===== config.mk =====
export PLATFORM = sky130hd
export DESIGN_NAME = charge_sequencer
export DESIGN_NICKNAME = d
export VERILOG_FILES = /design/src/rtl/chg_seq_pkg.sv /design/src/rtl/chg_trickle_timer.sv /design/src/rtl/chg_phase_fsm.sv /design/src/rtl/chg_out_decode.sv /design/src/rtl/charge_sequencer.sv
export SDC_FILE = /design/constraint.sdc
export NUM_CORES = 1
export LEC_CHECK = 0
export CORE_ASPECT_RATIO = 0.7
export CORE_MARGIN = 4
export CORE_UTILIZATION = 30
export CTS_CLUSTER_SIZE = 24
export DETAILED_ROUTE_END_ITERATION = 10
export SLEW_MARGIN = 20
export SYNTH_ARGS = -nofsm -noshare
export SYNTH_HDL_FRONTEND = slang
export SYNTH_HIERARCHICAL = 1
export SYNTH_SLANG_ARGS = --single-unit

===== constraint.sdc =====
create_clock -name clk -period 2.25 [get_ports clk]
set_input_delay 0.5625 -clock clk [delete_from_list [all_inputs] [get_ports clk]]
set_output_delay 0.5625 -clock clk [all_outputs]
set_load 0.01 [all_outputs]

===== src/rtl/chg_seq_pkg.sv =====
package chg_seq_pkg;

  typedef enum logic [2:0] {
    ST_OFF   = 3'd0,
    ST_WAIT  = 3'd1,
    ST_PRE   = 3'd2,
    ST_TRK   = 3'd3,
    ST_FULL  = 3'd4,
    ST_FAULT = 3'd5
  } phase_t;

  typedef struct packed {
    logic pre_en;
    logic sw_en;
    logic full_sel;
    logic stat_chg;
    logic stat_flt;
    logic fbg_drive;
  } drive_t;

endpackage


===== src/rtl/chg_trickle_timer.sv =====
module chg_trickle_timer #(
  parameter int unsigned LIMIT = 1000000
) (
  input  logic clk,
  input  logic rst_n,
  input  logic run,
  output logic expire
);
  localparam int unsigned CW = $clog2(LIMIT + 1);
  localparam logic [CW-1:0] LAST = CW'(LIMIT - 1);

  logic [CW-1:0] cnt;

  always_ff @(posedge clk or negedge rst_n) begin
    if (!rst_n)          cnt <= '0;
    else if (!run)       cnt <= '0;
    else if (cnt != LAST) cnt <= cnt + 1'b1;
  end

  assign expire = run && (cnt == LAST);

  AST_CNT_BOUND: assert property (@(posedge clk) disable iff (!rst_n)
    cnt <= LAST);
  AST_CNT_CLEAR: assert property (@(posedge clk) disable iff (!rst_n)
    !run |=> cnt == '0);

endmodule


===== src/rtl/chg_phase_fsm.sv =====
module chg_phase_fsm
  import chg_seq_pkg::*;
(
  input  logic   clk,
  input  logic   rst_n,
  input  logic   en_ok,
  input  logic   deep_sd,
  input  logic   duv_ok,
  input  logic   bat_present,
  input  logic   bat_above_low,
  input  logic   bat_above_trkl,
  input  logic   expire,
  output phase_t phase,
  output logic   in_trickle
);
  phase_t nxt;
  logic   fault_q;
  logic   fault_d;

  always_comb begin
    nxt = ST_OFF;
    if (deep_sd || !en_ok || !duv_ok) nxt = ST_OFF;
    else if (!bat_present)            nxt = ST_WAIT;
    else if (fault_q)                 nxt = ST_FAULT;
    else if (!bat_above_low)          nxt = ST_PRE;
    else if (!bat_above_trkl)         nxt = (phase == ST_TRK && expire) ? ST_FAULT : ST_TRK;
    else                              nxt = ST_FULL;
  end

  always_comb begin
    fault_d = fault_q;
    if (deep_sd || !bat_present)                      fault_d = 1'b0;
    else if (phase == ST_TRK && nxt == ST_FAULT)      fault_d = 1'b1;
  end

  always_ff @(posedge clk or negedge rst_n) begin
    if (!rst_n) begin
      phase   <= ST_OFF;
      fault_q <= 1'b0;
    end else begin
      phase   <= nxt;
      fault_q <= fault_d;
    end
  end

  assign in_trickle = (phase == ST_TRK);

  AST_SD_CLEARS: assert property (@(posedge clk) disable iff (!rst_n)
    deep_sd |=> (phase == ST_OFF) && !fault_q);
  AST_EN_LOW_OFF: assert property (@(posedge clk) disable iff (!rst_n)
    !en_ok |=> phase == ST_OFF);
  AST_DUV_OFF: assert property (@(posedge clk) disable iff (!rst_n)
    !duv_ok |=> phase == ST_OFF);
  AST_FAULT_LATCHED: assert property (@(posedge clk) disable iff (!rst_n)
    phase == ST_FAULT |-> fault_q);
  AST_REMOVE_CLEARS: assert property (@(posedge clk) disable iff (!rst_n)
    !bat_present |=> !fault_q);

endmodule


===== src/rtl/chg_out_decode.sv =====
module chg_out_decode
  import chg_seq_pkg::*;
(
  input  logic   clk,
  input  logic   rst_n,
  input  phase_t phase,
  output drive_t drv
);
  always_comb begin
    drv = '0;
    unique case (phase)
      ST_OFF:   drv = '0;
      ST_WAIT:  drv.fbg_drive = 1'b1;
      ST_PRE:   begin drv.pre_en = 1'b1; drv.stat_chg = 1'b1; drv.fbg_drive = 1'b1; end
      ST_TRK:   begin drv.pre_en = 1'b1; drv.sw_en = 1'b1; drv.stat_chg = 1'b1; drv.fbg_drive = 1'b1; end
      ST_FULL:  begin drv.sw_en = 1'b1; drv.full_sel = 1'b1; drv.stat_chg = 1'b1; drv.fbg_drive = 1'b1; end
      ST_FAULT: begin drv.stat_flt = 1'b1; drv.fbg_drive = 1'b1; end
      default:  drv = '0;
    endcase
  end

  AST_FULL_NO_PRE: assert property (@(posedge clk) disable iff (!rst_n)
    drv.full_sel |-> !drv.pre_en && drv.sw_en);
  AST_STATUS_EXCL: assert property (@(posedge clk) disable iff (!rst_n)
    !(drv.stat_chg && drv.stat_flt));
  AST_RELEASED_QUIET: assert property (@(posedge clk) disable iff (!rst_n)
    !drv.fbg_drive |-> !drv.stat_chg && !drv.stat_flt && !drv.sw_en && !drv.pre_en);

endmodule


===== src/rtl/charge_sequencer.sv =====
module charge_sequencer
  import chg_seq_pkg::*;
#(
  parameter int unsigned TRKL_CYCLES = 1000000
) (
  input  logic clk,
  input  logic rst_n,
  input  logic en_ok,
  input  logic deep_sd,
  input  logic duv_ok,
  input  logic bat_present,
  input  logic bat_above_low,
  input  logic bat_above_trkl,
  output logic pre_en,
  output logic sw_en,
  output logic full_sel,
  output logic stat_chg,
  output logic stat_flt,
  output logic fbg_drive
);
  phase_t phase;
  logic   in_trickle;
  logic   expire;
  drive_t drv;

  chg_trickle_timer #(.LIMIT(TRKL_CYCLES)) u_timer (
    .clk(clk), .rst_n(rst_n), .run(in_trickle), .expire(expire)
  );

  chg_phase_fsm u_fsm (
    .clk(clk), .rst_n(rst_n), .en_ok(en_ok), .deep_sd(deep_sd), .duv_ok(duv_ok),
    .bat_present(bat_present), .bat_above_low(bat_above_low),
    .bat_above_trkl(bat_above_trkl), .expire(expire),
    .phase(phase), .in_trickle(in_trickle)
  );

  chg_out_decode u_dec (
    .clk(clk), .rst_n(rst_n), .phase(phase), .drv(drv)
  );

  assign pre_en    = drv.pre_en;
  assign sw_en     = drv.sw_en;
  assign full_sel  = drv.full_sel;
  assign stat_chg  = drv.stat_chg;
  assign stat_flt  = drv.stat_flt;
  assign fbg_drive = drv.fbg_drive;

  AST_PRE_NO_SWITCH: assert property (@(posedge clk) disable iff (!rst_n)
    (pre_en && !sw_en) |-> !full_sel && stat_chg);
  AST_TRK_MIX: assert property (@(posedge clk) disable iff (!rst_n)
    (pre_en && sw_en) |-> !full_sel);
  AST_NO_BAT_IDLE: assert property (@(posedge clk) disable iff (!rst_n)
    (en_ok && duv_ok && !deep_sd && !bat_present) |=> !stat_chg && !stat_flt && fbg_drive);

endmodule


==> reports/summary.txt <==
Status = complete, no violations
Lkg Pwr = 0.6411 nW
CP endpoint kind = output pin
Origin of the critical flop-to-flop path = u_timer/cnt[13]$_DFFE_PN0P_
P_sw = 154.1 uW
Mapped Area = 0.001328 sq mm
Vias in the first global route = 1067
Clock buffer depth = 2
Crit-path max FO = 5
Crit-path max cell delay = 0.53 ns
Slew HR = 65.55%
Peak supply drop = 0.2309 mV
Final Cycle Share = 95.42%
RSZ-0062 raised after global routing = no
Buffers on Ports = 13
Final critical-path required period = 2.147 ns
Clock transition at path regs = 0.08 ns
N_diodes = 0
DRT iter0 DRCs = 120
Worst clock skew = 0.007382 ns
Drt drc = 0
# rows = 19
HPWL Detailed = 2.385 mm
Number of routed nets with antenna violations = 0
WP data required = 1.69 ns
Layout area overhead = 19.60%
Hold/Removal Path Class = flip-flop to flip-flop
Total number of yosys warnings = 6
Top Ports = 14
Setup_tns = 0 ns
Worst Hold End = u_timer/cnt[3]$_DFFE_PN0P_
Via density = 5.463
Number of synthesized flops with an enable pin = 0
Fin nets = 162
Initial antenna violation count = 0
CP arrival = 1.58 ns
Routed WL = 3.077 mm
Top post-synthesis cells by count = dfrtp_1 (24), a21oi_1 (10), nor2_1 (9), nand2_1 (8)
Crit path max-delay family = buffers and inverters
Top-count cell post-synth = dfrtp_1
Final Hold Viols = 0
Largest net degree at the start of global routing = 13
Worst slew pin tran = 0.5140 ns
First-pass GRT wire length = 5.126 mm
Clock share of power = 34.3%
Post-synth cell types = 43
Final worst slack = 0.1030 ns
Post-synthesis sequential area ratio = 45.24%
Top_reg_cell synth = dfrtp_1
TritonCTS clock tree = done
Mean Syn Cell Area = 9.907 sq um
Place WS = 0.2197 ns
Worst reg2reg path depth = 6
Largest area contributor in the netlist = dfrtp_1
Maximum capacitance violations = 0
Top-area cell type share of the netlist area = 45.24%
Synth area leaders = dfrtp_1 (45%), a21oi_1 (3.8%), xor2_1 (3.3%), nand4_1 (2.8%), nor2_1 (2.5%)
Gate power share = 6.2%
Fin. max-slew vios = 0
FFs w/ async S/R, synth = 100.0%
Initial Util = 32.47%
Crit Path Category = flip-flop to output pin
R2R setup slack = 0.19 ns
Final setup viols = 0
Die height = 63.66 microns
Max Clk Rate = 0.4658 GHz
First-pass DRT Iterations = 4
Post-synthesis register bit count = 24
GRT Total Usage = 11.70%
Buffers & Inverters on Critical Path = 1
CTS root buf = clkbuf_8
Die width = 87.51 microns
Pint = 575.7 uW
Net count of the mapped netlist = 143
Slowest CP cell = clkdlybuf4s50_1
Total CTS buffers = 3
Core ar. = 0.004089 sq mm
Synth Instances = 134
Htree depth = 1
Hold Path Cell Cnt = 1
RR Endpoint = u_fsm/phase[2]$_DFF_PN0_
Clock sinks = 24
Worst-Skew Late Latency = 0.27 ns
Share of layout cells above drive strength 1 = 12.58%
Flop pwr share = 59.5%
Die area = 0.005570 sq mm
Post-CTS repair timing setup buffer count = 0
Per-cell routed wire length = 15.16 microns
Pwr Density = 459.6 mW/mm^2
Hold Slack = 0.5608 ns
Crit path launch type = flip-flop
Via count = 1109
Switching Fraction = 21.11%
CP cell instances = nor3b_4 -> or2_1 -> clkdlybuf4s50_1
Gr ovfl total = 0
Worst Hold Launch = u_timer/cnt[3]$_DFFE_PN0P_
Placer Congestion = 0.8237
[area by class of cell]
type                            instances  area, sq um
Fill cell                             419         2501
Multi-Input combinational cell        103        704.4
Sequential cell                        24        601.8
Timing Repair Buffer                   17        160.2
Tap cell                               52        65.06
Clock buffer                            3        41.29
Inverter                                4        15.01
[state kept, by name (all words and copies together), names as in the netlist]
register / cells
u_fsm/phase: 3
u_fsm/fault_q: 1
u_timer/cnt: 20
[power by group through the flow]
stage                     combinational (mW)  clock [mW]  sequential [mW]
after floorplan                       0.0113           0            0.442
after global placement                0.0440           0            0.442
after detailed placement              0.0458           0            0.442
after CTS                             0.0459       0.258            0.434
after global routing                  0.0495       0.277            0.435
final                                 0.0452       0.250            0.434
[logic make-up after synthesis]
kind of cell	synth area share, %
flops	45.24
xor+xnor	3.958
simple gates	31.95
compound gates	15.74
buf+inv	2.167
fa+ha+maj	0.9424
[cells in the final DEF, fill, tap and decap left out, drive strengths merged, types with 2 or more instances in the layout]
master and n:
inv 3, nor3b 3, o21ai 7, nor3 4, a31oi 4, nand3 7
or4 4, clkdlybuf4s50 13, a21o 2, nor2b 3, and4 2, a21oi 10
or3 4, o31ai 4, nand2 8, xor2 5, dfrtp 24, nand4 7
nor2 9, buf 4, and3 5, and3b 2, and2 2, a31o 2
clkbuf 3
[worst max path at each step]
stage,end,depth (start not counted),from,slack (ns)
after global placement,u_fsm/phase[2]$_DFF_PN0_,6,u_timer/cnt[13]$_DFFE_PN0P_,0.37
after floorplan,u_fsm/phase[2]$_DFF_PN0_,6,u_timer/cnt[13]$_DFFE_PN0P_,0.47
after detailed placement,u_fsm/phase[2]$_DFF_PN0_,6,u_timer/cnt[13]$_DFFE_PN0P_,0.22
after CTS,stat_chg,3,u_fsm/phase[1]$_DFF_PN0_,0.07
after global routing,stat_chg,3,u_fsm/phase[2]$_DFF_PN0_,0.005
final,stat_chg,3,u_fsm/phase[0]$_DFF_PN0_,0.10
[per-layer routing]
layer,up-vias,track usage (%),part of all wire (%)
met1,524,16.49,46
met4,0,5.172,1.8
met5,-,0,0
met3,5,1.953,6.1
met2,41,17.39,46
li1,539,-,-
[repair_timing]
item | 4_1_cts | 5_1_grt
resized for setup | 0 | 2
endpoints found under the setup margin | 0 | 2
hold buffers | 0 | 0
[stage by stage]
stage / utilization [%] / cells / power [mW] / instance area [sq um]
after detailed placement: 37.64 / 200 / 0.4881 / 1539
after CTS: 38.65 / 203 / 0.7378 / 1580
after global routing: 38.83 / 203 / 0.7615 / 1588
after floorplan: - / 134 / 0.4534 / 1328
after global placement: 37.64 / 200 / 0.4862 / 1539
final: 38.83 / 203 / 0.7298 / 1588
Power figures use the tool's default switching activity.
